`src/rtl/spi_fifo_pkg.sv`:
```
package spi_fifo_pkg;
  localparam int OFF_CTRL  = 'h00;
  localparam int OFF_QCTL  = 'h04;
  localparam int OFF_STAT  = 'h08;
  localparam int OFF_IEN   = 'h0C;
  localparam int OFF_EVT   = 'h10;
  localparam int OFF_DATA  = 'h14;

  typedef struct packed {
    logic txPush;
    logic txPop;
    logic txFlush;
    logic rxPush;
    logic rxPop;
    logic rxFlush;
  } fifoStrobes_t;
endpackage

```
`src/rtl/spi_fifo_buf.sv`:
```
module spi_fifo_buf #(
  parameter int WIDTH = 32,
  parameter int DEPTH = 8,
  localparam int PW = (DEPTH > 1) ? $clog2(DEPTH) : 1,
  localparam int CW = $clog2(DEPTH + 1)
) (
  input  logic             clk,
  input  logic             rstN,
  input  logic             push,
  input  logic             pop,
  input  logic             flush,
  input  logic [WIDTH-1:0] wdata,
  output logic [WIDTH-1:0] head,
  output logic [CW-1:0]    count,
  output logic             empty,
  output logic             full
);
  logic [WIDTH-1:0] mem [DEPTH];
  logic [PW-1:0] wrPtr, rdPtr;
  logic doPush, doPop;

  assign empty  = (count == '0);
  assign full   = (int'(count) == DEPTH);
  assign doPush = push && !full;
  assign doPop  = pop && !empty;
  assign head   = mem[rdPtr];

  function automatic logic [PW-1:0] nextPtr(input logic [PW-1:0] p);
    return (int'(p) == DEPTH - 1) ? '0 : p + PW'(1);
  endfunction

  always_ff @(posedge clk) begin
    if (doPush && !flush) mem[wrPtr] <= wdata;
  end

  always_ff @(posedge clk or negedge rstN) begin
    if (!rstN) begin
      wrPtr <= '0;
      rdPtr <= '0;
      count <= '0;
    end else if (flush) begin
      wrPtr <= '0;
      rdPtr <= '0;
      count <= '0;
    end else begin
      if (doPush) wrPtr <= nextPtr(wrPtr);
      if (doPop)  rdPtr <= nextPtr(rdPtr);
      case ({doPush, doPop})
        2'b10:   count <= count + CW'(1);
        2'b01:   count <= count - CW'(1);
        default: count <= count;
      endcase
    end
  end

  a_r2_count_bound: assert property (@(posedge clk) disable iff (!rstN)
    int'(count) <= DEPTH);
  a_r5_flush_empties: assert property (@(posedge clk) disable iff (!rstN)
    flush |=> empty);
  a_r7_full_holds: assert property (@(posedge clk) disable iff (!rstN)
    (full && push && !pop && !flush) |=> full);
endmodule

```
`src/rtl/spi_fifo_dp.sv`:
```
module spi_fifo_dp
  import spi_fifo_pkg::*;
#(
  parameter int DATA_W = 32,
  parameter int DEPTH  = 8,
  localparam int CW = $clog2(DEPTH + 1)
) (
  input  logic              clk,
  input  logic              rstN,
  input  fifoStrobes_t      stb,
  input  logic [DATA_W-1:0] txWdata,
  input  logic [DATA_W-1:0] rxWdata,
  output logic [DATA_W-1:0] txHead,
  output logic [DATA_W-1:0] rxHead,
  output logic [CW-1:0]     txCount,
  output logic [CW-1:0]     rxCount,
  output logic              txEmpty,
  output logic              rxEmpty,
  output logic              rxFull
);
  logic txFullUnused;

  spi_fifo_buf #(.WIDTH(DATA_W), .DEPTH(DEPTH)) u_txq (
    .clk(clk), .rstN(rstN), .push(stb.txPush), .pop(stb.txPop),
    .flush(stb.txFlush), .wdata(txWdata), .head(txHead),
    .count(txCount), .empty(txEmpty), .full(txFullUnused));

  spi_fifo_buf #(.WIDTH(DATA_W), .DEPTH(DEPTH)) u_rxq (
    .clk(clk), .rstN(rstN), .push(stb.rxPush), .pop(stb.rxPop),
    .flush(stb.rxFlush), .wdata(rxWdata), .head(rxHead),
    .count(rxCount), .empty(rxEmpty), .full(rxFull));
endmodule

```
`src/rtl/spi_fifo_ctl.sv`:
```
module spi_fifo_ctl
  import spi_fifo_pkg::*;
#(
  parameter int DATA_W = 32,
  parameter int ADDR_W = 6,
  parameter int DEPTH  = 8,
  parameter int THR_W  = 4,
  localparam int CW = $clog2(DEPTH + 1)
) (
  input  logic              clk,
  input  logic              rstN,
  input  logic              regWr,
  input  logic              regRd,
  input  logic [ADDR_W-1:0] regAddr,
  input  logic [DATA_W-1:0] regWdata,
  output logic [DATA_W-1:0] regRdata,
  input  logic              engTxTake,
  input  logic              engRxPush,
  output logic              engTxValid,
  input  logic [DATA_W-1:0] rxHead,
  input  logic [CW-1:0]     txCount,
  input  logic [CW-1:0]     rxCount,
  input  logic              txEmpty,
  input  logic              rxEmpty,
  input  logic              rxFull,
  output fifoStrobes_t      stb,
  output logic              irq
);
  logic enable;
  logic [THR_W-1:0] txThr, rxThr;
  logic ienOvr, ienRc;
  logic flagOvr, flagRc, flagTc;
  logic selCtrl, selQctl, selStat, selIen, selEvt, selData;
  logic rxLevel, txLevel, ovrSet, rcSet, tcSet;
  logic unusedWdata;

  assign unusedWdata = ^regWdata;

  assign selCtrl = (regAddr == ADDR_W'(OFF_CTRL));
  assign selQctl = (regAddr == ADDR_W'(OFF_QCTL));
  assign selStat = (regAddr == ADDR_W'(OFF_STAT));
  assign selIen  = (regAddr == ADDR_W'(OFF_IEN));
  assign selEvt  = (regAddr == ADDR_W'(OFF_EVT));
  assign selData = (regAddr == ADDR_W'(OFF_DATA));

  // strobes toward the datapath; engine traffic is gated by enable
  always_comb begin
    stb.txPush  = regWr && selData;
    stb.txFlush = regWr && selQctl && regWdata[12];
    stb.rxPop   = regRd && selData;
    stb.rxFlush = regWr && selQctl && regWdata[4];
    stb.rxPush  = engRxPush && enable;
    stb.txPop   = engTxTake && engTxValid;
  end

  assign engTxValid = enable && !txEmpty;

  assign rxLevel = (rxThr != '0) && (int'(rxCount) >= int'(rxThr));
  assign txLevel = int'(txCount) <= int'(txThr);
  assign ovrSet  = stb.rxPush && rxFull;
  assign rcSet   = stb.rxPush && !rxFull && !(stb.rxPop && !rxEmpty) &&
                   !stb.rxFlush && (int'(rxCount) + 1 == int'(rxThr));
  assign tcSet   = stb.txPop && (int'(txCount) == 1) && !stb.txPush && !stb.txFlush;

  always_ff @(posedge clk or negedge rstN) begin
    if (!rstN) begin
      enable  <= 1'b0;
      txThr   <= '0;
      rxThr   <= '0;
      ienOvr  <= 1'b0;
      ienRc   <= 1'b0;
      flagOvr <= 1'b0;
      flagRc  <= 1'b0;
      flagTc  <= 1'b0;
    end else begin
      if (regWr && selCtrl) enable <= regWdata[0];
      if (regWr && selQctl) begin
        txThr <= regWdata[8 +: THR_W];
        rxThr <= regWdata[0 +: THR_W];
      end
      if (regWr && selIen) begin
        ienRc  <= regWdata[3];
        ienOvr <= regWdata[0];
      end
      // set takes priority over a same-cycle clear
      flagOvr <= (flagOvr && !(regWr && selEvt && regWdata[0])) || ovrSet;
      flagRc  <= (flagRc  && !(regWr && selEvt && regWdata[3])) || rcSet;
      flagTc  <= (flagTc  && !(regWr && selEvt && regWdata[4])) || tcSet;
    end
  end

  assign irq = (flagOvr && ienOvr) || (flagRc && ienRc);

  always_comb begin
    regRdata = '0;
    if (selCtrl) regRdata[0] = enable;
    if (selQctl) begin
      regRdata[8 +: THR_W] = txThr;
      regRdata[0 +: THR_W] = rxThr;
    end
    if (selStat) regRdata[0] = !rxEmpty;
    if (selIen) begin
      regRdata[3] = ienRc;
      regRdata[0] = ienOvr;
    end
    if (selEvt) begin
      regRdata[10] = txLevel;
      regRdata[9]  = rxLevel;
      regRdata[4]  = flagTc;
      regRdata[3]  = flagRc;
      regRdata[0]  = flagOvr;
    end
    if (selData && !rxEmpty) regRdata = rxHead;
  end

  a_r4_no_offer_when_off: assert property (@(posedge clk) disable iff (!rstN)
    !enable |-> !engTxValid);
  a_r7_overrun_flag: assert property (@(posedge clk) disable iff (!rstN)
    (engRxPush && enable && rxFull) |=> flagOvr);
  a_r6_rc_at_threshold: assert property (@(posedge clk) disable iff (!rstN)
    ($rose(flagRc) && $stable(rxThr)) |-> (int'(rxCount) == int'(rxThr)));
  a_r9_irq_masked: assert property (@(posedge clk) disable iff (!rstN)
    (!ienOvr && !ienRc) |-> !irq);
endmodule

```
`src/rtl/spi_fifo_irq_unit.sv`:
```
module spi_fifo_irq_unit
  import spi_fifo_pkg::*;
#(
  parameter int DATA_W = 32,
  parameter int ADDR_W = 6,
  parameter int DEPTH  = 8,
  parameter int THR_W  = 4
) (
  input  logic              clk,
  input  logic              rstN,
  input  logic              regWr,
  input  logic              regRd,
  input  logic [ADDR_W-1:0] regAddr,
  input  logic [DATA_W-1:0] regWdata,
  output logic [DATA_W-1:0] regRdata,
  output logic              engTxValid,
  output logic [DATA_W-1:0] engTxData,
  input  logic              engTxTake,
  input  logic              engRxPush,
  input  logic [DATA_W-1:0] engRxData,
  output logic              irq
);
  localparam int CW = $clog2(DEPTH + 1);

  fifoStrobes_t stb;
  logic [DATA_W-1:0] rxHead;
  logic [CW-1:0] txCount, rxCount;
  logic txEmpty, rxEmpty, rxFull;

  spi_fifo_ctl #(.DATA_W(DATA_W), .ADDR_W(ADDR_W), .DEPTH(DEPTH), .THR_W(THR_W)) u_ctl (
    .clk(clk), .rstN(rstN), .regWr(regWr), .regRd(regRd), .regAddr(regAddr),
    .regWdata(regWdata), .regRdata(regRdata), .engTxTake(engTxTake),
    .engRxPush(engRxPush), .engTxValid(engTxValid), .rxHead(rxHead),
    .txCount(txCount), .rxCount(rxCount), .txEmpty(txEmpty), .rxEmpty(rxEmpty),
    .rxFull(rxFull), .stb(stb), .irq(irq));

  spi_fifo_dp #(.DATA_W(DATA_W), .DEPTH(DEPTH)) u_dp (
    .clk(clk), .rstN(rstN), .stb(stb), .txWdata(regWdata), .rxWdata(engRxData),
    .txHead(engTxData), .rxHead(rxHead), .txCount(txCount), .rxCount(rxCount),
    .txEmpty(txEmpty), .rxEmpty(rxEmpty), .rxFull(rxFull));
endmodule

```
`config.mk`:
```
export PLATFORM = sky130hd
export DESIGN_NAME = spi_fifo_irq_unit
export DESIGN_NICKNAME = d
export VERILOG_FILES = /design/src/rtl/spi_fifo_pkg.sv /design/src/rtl/spi_fifo_buf.sv /design/src/rtl/spi_fifo_dp.sv /design/src/rtl/spi_fifo_ctl.sv /design/src/rtl/spi_fifo_irq_unit.sv
export SDC_FILE = /design/constraint.sdc
export NUM_CORES = 1
export LEC_CHECK = 0
export BUFFER_PORTS_ARGS = -buffer_cell sky130_fd_sc_hd__buf_2
export CAP_MARGIN = 40
export CORE_MARGIN = 4
export CORE_UTILIZATION = 31
export DETAILED_ROUTE_END_ITERATION = 10
export PLACE_DENSITY = 0.53
export SLEW_MARGIN = 20
export SYNTH_ARGS = -nofsm -noshare
export SYNTH_HDL_FRONTEND = slang
export SYNTH_SLANG_ARGS = --single-unit
export TNS_END_PERCENT = 50
```
`constraint.sdc`:
```
create_clock -name clk -period 7.4 [get_ports clk]
set_input_delay 0.37 -clock clk [delete_from_list [all_inputs] [get_ports clk]]
set_output_delay 0.37 -clock clk [all_outputs]
set_load 0.02 [all_outputs]
```
==> results of run 1 <==
-- flip-flops by register name, indices dropped and copies added (netlist names), 3 cells and up --
name / count
u_dp.u_txq.count: 4
u_dp.u_txq.wrPtr: 3
u_dp.u_txq.rdPtr: 3
u_dp.u_rxq.count: 4
u_dp.u_rxq.rdPtr: 3
u_ctl.rxThr: 4
u_ctl.txThr: 4
u_dp.u_rxq.wrPtr: 3
u_dp.u_rxq.mem: 256
u_dp.u_txq.mem: 256
-- kinds of logic (layout without fill, tap and decap cells) --
logic type,Yosys count,in the layout
other cells,0,2
xor+xnor,13,13
simple gates,139,139
compound gates,49,49
flops,546,546
mux,211,211
buf+inv,58,274
fa+ha+maj,21,21
-- report_power, final --
part           switching (mW)  leakage [nW]  internal (mW)
clock                    1.10         0.827           1.57
sequential              0.180          5.04           3.47
combinational           0.717          2.40          0.742
-- path summary, 6_finish.rpt --
path,to,slack (ns),depth (start not counted)
setup / recovery,regRdata[10],3.78,7
hold / removal,u_dp.u_rxq.mem[6][0]$_DFFE_PP_,0.05,1
setup reg to reg,u_dp.u_rxq.mem[0][30]$_DFFE_PP_,4.29,7
hold reg to reg,u_ctl.flagTc$_DFF_PN0_,0.51,1
max in group asynchronous,u_dp.u_rxq.rdPtr[0]$_DFFE_PN0P_,6.83,3
min in group asynchronous,u_ctl.ienRc$_DFFE_PN0P_,0.14,2
-- through the flow --
step / hold slack [ns] / worst slack (ns) / util / cells
5_1_grt: 0.0175 / 3.51 / 0.370 / 2184
3_3_place_gp: 0.503 / 3.73 / 0.343 / 2083
6_report: 0.0464 / 3.78 / 0.370 / 2186
2_1_floorplan: 0.0744 / 2.97 / - / 1037
4_1_cts: 0.00390 / 3.39 / 0.369 / 2181
3_5_place_dp: 0.502 / 3.64 / 0.344 / 2086
-- synth_stat cells, types with 7 or more instances --
master | number | area [um^2]
edfxtp_1 | 512 | 15400
mux4_2 | 128 | 2880
nor2_1 | 65 | 244
mux2_2 | 44 | 495
mux2i_1 | 39 | 390
dfrtp_1 | 34 | 851
clkbuf_1 | 30 | 113
ha_1 | 21 | 263
nand2_1 | 18 | 67.6
o21ai_0 | 13 | 65.1
inv_1 | 11 | 41.3
buf_1 | 10 | 37.5
nand2b_1 | 10 | 62.6
a21oi_1 | 9 | 45.0
nor3_1 | 9 | 45.0
nand3_1 | 8 | 40.0
xnor2_1 | 8 | 70.1
buf_2 | 7 | 35.0
-- layer usage --
metal | GRT usage | vias up
met5 | 0 | -
met4 | 0.0287 | 6
li1 | - | 4625
met2 | 0.225 | 246
met3 | 0.0270 | 63
met1 | 0.164 | 5493
-- timing repair --
item                      CTS  global route
buffers inserted            0             0
hold buffers                1             0
hold endpoints to repair   34             0
resized for setup           0             0
-- cell type report --
cell class | instances | area [um^2] | share of cell area
repair buffers | 169 | 1000 | 0.0393
well taps | 931 | 1160 | 0.0458
flip-flops and latches | 546 | 16200 | 0.638
clock buffers | 76 | 1450 | 0.0571
inverters | 11 | 41.3 | 0.00162
multi-input cells | 433 | 5290 | 0.208
diodes | 2 | 5.00 | 0.000197
clock inverters | 18 | 246 | 0.00969
==> impl_metrics.json, run 1 <==
{
  "gp_congestion": 0.759,
  "route.detailed.drc": 0,
  "vdd_drop_max_uv": 197,
  "syn_inst": 1037,
  "final_common_cell": "edfxtp_1",
  "yosys.area_share.simple": 0.0307,
  "slew_headroom": 0.505,
  "cts_root_buf": "clkbuf_16",
  "core-area_um2": 68800,
  "cp_slowest_stage_delay_ns": 0.80,
  "wl_met2_um": 24400,
  "synth-compound-area-share": 0.0166,
  "crit_type": "reg2out",
  "row_count": 96,
  "ys_ff_latch": 546,
  "topRoutingLayerUsed": "met5",
  "cp_max_fo": 37,
  "grt_pass1_vias": 11300,
  "start_util": 0.314,
  "fin_crit_sh": 0.489,
  "maxCapViolCount": 0,
  "rsz0062_at_grt": "no",
  "cts_max_level": 2,
  "tns_ns": 0,
  "nets": 1311,
  "tightest_slew_ns": 0.742,
  "synth_warnings": 0,
  "avgViaCountPerCell": 4.77,
  "p_leak_nw": 8.27,
  "hp-class": "in2reg",
  "synthAdderAreaFrac": 0.0122,
  "fill_cells": 6370,
  "cts_tree": "built",
  "hpwl_um": 28700,
  "crit_chain": "buf_4, buf_16, mux4_2, mux2i_1, nor2_1, a221o_1, buf_2",
  "p_per_area_nw_per_um2": 305,
  "drt-total-wl_um": 47700,
  "fin_skew_ns": 0.0214,
  "antenna_found_initial": 6,
  "wirelength_met1_um": 20000,
  "place_area_um2": 23700,
  "grt_usage": 0.128,
  "yosysSeqAreaShare": 0.750,
  "ant_nets": 0,
  "yosys_most_used_dff": "edfxtp_1",
  "chipWidth_um": 272,
  "insertion_delay_ns": 0.59,
  "hold_start": "engRxData[0]",
  "grt_pass1_wl_um": 71800,
  "die_h_um": 272,
  "synth_cell_types": 50,
  "synth_mux_area_frac": 0.174,
  "setup_viol": 0,
  "r2r-start": "u_dp.u_rxq.count[0]$_DFFE_PN0P_",
  "slowest_stage": "dfrtp_4",
  "pin_count": 142,
  "status": "finished clean",
  "first_pass_iters": 5,
  "cp.arrival_ns": 3.25,
  "portBuffers": 141,
  "via_count": 10400,
  "slew_viol_final": 0,
  "max_freq_mhz": 276,
  "async_reset_ff_frac": 0.0623,
  "critPathLaunchType": "flop",
  "worstSetupStartpoint": "u_dp.u_rxq.rdPtr[0]$_DFFE_PN0P_",
  "wire_per_inst_um": 21.8,
  "power_mw": 7.77,
  "wl_met3_um": 2400,
  "finalInstanceArea_um2": 25400,
  "cp-end-kind": "primary output",
  "syn_nets": 1134,
  "cts_made_buffers": 53,
  "crit_buf_inv": 3,
  "finalCriticalPeriod_ns": 3.62,
  "synthXorXnorAreaFrac": 0.00527,
  "syn-cell-area_um2": 21600,
  "grt_max_degree": 51,
  "initialDrtViolationCount": 649,
  "synth-edff-count": 512,
  "most-common-layout-cells": "512 x edfxtp_1, 141 x buf_2, 128 x mux4_2",
  "drive_gt1_frac": 0.350,
  "hold_viol_final": 0,
  "cp.required_ns": 7.03,
  "critical-path-top-delay-family": "flip-flops",
  "clk_path_buf_depth": 3,
  "synth_top_family_by_area": "multiplexers",
  "dieArea_um2": 74000,
  "clock_sinks": 546,
  "grt_overflow_total": 0,
  "layout-area-overhead-vs-synth_pct": 17.7,
  "syn_area_per_cell_um2": 20.8,
  "path_clk_slew_ns": 0.06
}
Power figures use the tool's default switching activity.
==> run 2: changes to the inputs <==
Clock period 7.4 ns to 3.5 ns, I/O delays scaled along.
==> impl_metrics.json, run 2 (synthesized netlist as in run 1, its figures left out) <==
{
  "cp.arrival_ns": 3.08,
  "chipWidth_um": 272,
  "drive_gt1_frac": 0.345,
  "dpl.cell_count": 2097,
  "cts_made_buffers": 56,
  "grt_pass1_wl_um": 72700,
  "wire_per_inst_um": 20.9,
  "first_pass_iters": 5,
  "fin_skew_ns": 0.0202,
  "die_h_um": 272,
  "pin_count": 142,
  "final_common_cell": "edfxtp_1",
  "gp_congestion": 0.771,
  "grt_max_degree": 53,
  "route.detailed.drc": 0,
  "portBuffers": 141,
  "grt_overflow_total": 0,
  "tightest_slew_ns": 0.803,
  "finalInstanceArea_um2": 26600,
  "initialDrtViolationCount": 682,
  "most-common-layout-cells": "512 x edfxtp_1, 142 x buf_2, 128 x mux4_2",
  "ant_nets": 0,
  "fin_crit_sh": 0.931,
  "crit_type": "in2out",
  "core-area_um2": 68800,
  "layout-area-overhead-vs-synth_pct": 23.0,
  "cts_tree": "built",
  "hold_viol_final": 0,
  "p_leak_nw": 8.73,
  "vdd_drop_max_uv": 398,
  "cts_max_level": 2,
  "hp-class": "in2async",
  "slew_headroom": 0.464,
  "cp-end-kind": "primary output",
  "tns_ns": 0,
  "place_area_um2": 24000,
  "path_clk_slew_ns": 0.06,
  "p_per_area_nw_per_um2": 639,
  "dieArea_um2": 74000,
  "cp_max_fo": 33,
  "maxCapViolCount": 0,
  "setup_viol": 0,
  "slew_viol_final": 0,
  "stdcell_count": 2273,
  "critPathLaunchType": "input pin",
  "nets": 1392,
  "antenna_found_initial": 2,
  "max_freq_mhz": 307,
  "start_util": 0.314,
  "hold_ws_ns": 0.0946,
  "cp.required_ns": 3.32,
  "rsz0062_at_grt": "no",
  "status": "finished clean",
  "grt_usage": 0.129,
  "finalCriticalPeriod_ns": 3.26,
  "clk_path_buf_depth": 3,
  "insertion_delay_ns": 0.58,
  "grt_pass1_vias": 11600,
  "cts_root_buf": "clkbuf_16",
  "drt-total-wl_um": 47500,
  "row_count": 96,
  "rrSetupSlack_ns": 0.57,
  "largestRegisters": "u_dp.u_rxq.mem (256), u_dp.u_txq.mem (256)",
  "hpwl_um": 28700,
  "clock_sinks": 546,
  "power_mw": 17.0,
  "avgViaCountPerCell": 4.67,
  "cts_setup_buffers": 0,
  "via_count": 10600
}
run 2: layout make-up:
| type | count | area, um^2 |
|---|---|---|
| sequential | 546 | 16200 |
| multi-input combinational | 433 | 5310 |
| inverter | 11 | 41.3 |
| fill | 6277 | 42200 |
| clock buffer | 64 | 1450 |
| clock inverter | 40 | 432 |
| antenna | 1 | 2.50 |
| tap | 931 | 1160 |
| timing repair buffer | 247 | 1940 |
run 2: worst paths after layout:
check,start,cells past startpoint,to
setup / recovery,regAddr[0],8,regRdata[2]
min in group clk,regAddr[1],6,u_ctl.flagRc$_DFF_PN0_
hold reg to reg,u_ctl.flagTc$_DFF_PN0_,1,u_ctl.flagTc$_DFF_PN0_
setup reg to reg,u_dp.u_rxq.count[1]$_DFFE_PN0P_,7,u_dp.u_rxq.mem[0][8]$_DFFE_PP_
hold / removal,rstN,3,u_ctl.flagOvr$_DFF_PN0_
max in group asynchronous,rstN,3,u_ctl.flagRc$_DFF_PN0_
run 2: timing repair:
| item | in CTS | in global routing |
|---|---|---|
| hold buffers | 70 | 0 |
| gates resized for setup | 0 | 1 |
| hold endpoints to repair | 556 | 0 |
| setup endpoints to repair | 0 | 1 |
run 2: stage by stage:
stage | setup WS [ns] | utilization
finish | 0.241 | 0.386
global route | 0.133 | 0.386
CTS | 0.143 | 0.386
global placement | 0.533 | 0.347
floorplan | -0.730 | -
detailed placement | 0.570 | 0.348
run 2: worst max-delay path: stages:
cell and delay (ns):
dlygate4sd3_1 0.53, buf_2 0.13, or4b_1 0.69, nor2_1 0.34, o21ai_4 0.09, buf_4 0.31, o21ai_0 0.53, buf_2 0.27
run 2: report_power, final:
group	switching [mW]	internal [mW]
clock network	2.43	3.64
registers	0.360	7.33
logic	1.57	1.66
run 2: per-layer routing:
metal / track usage / routed length (um)
met1: 0.168 / 20600
met2: 0.225 / 24000
met3: 0.0232 / 2050
met4: 0.0298 / 873
met5: 0 / 7
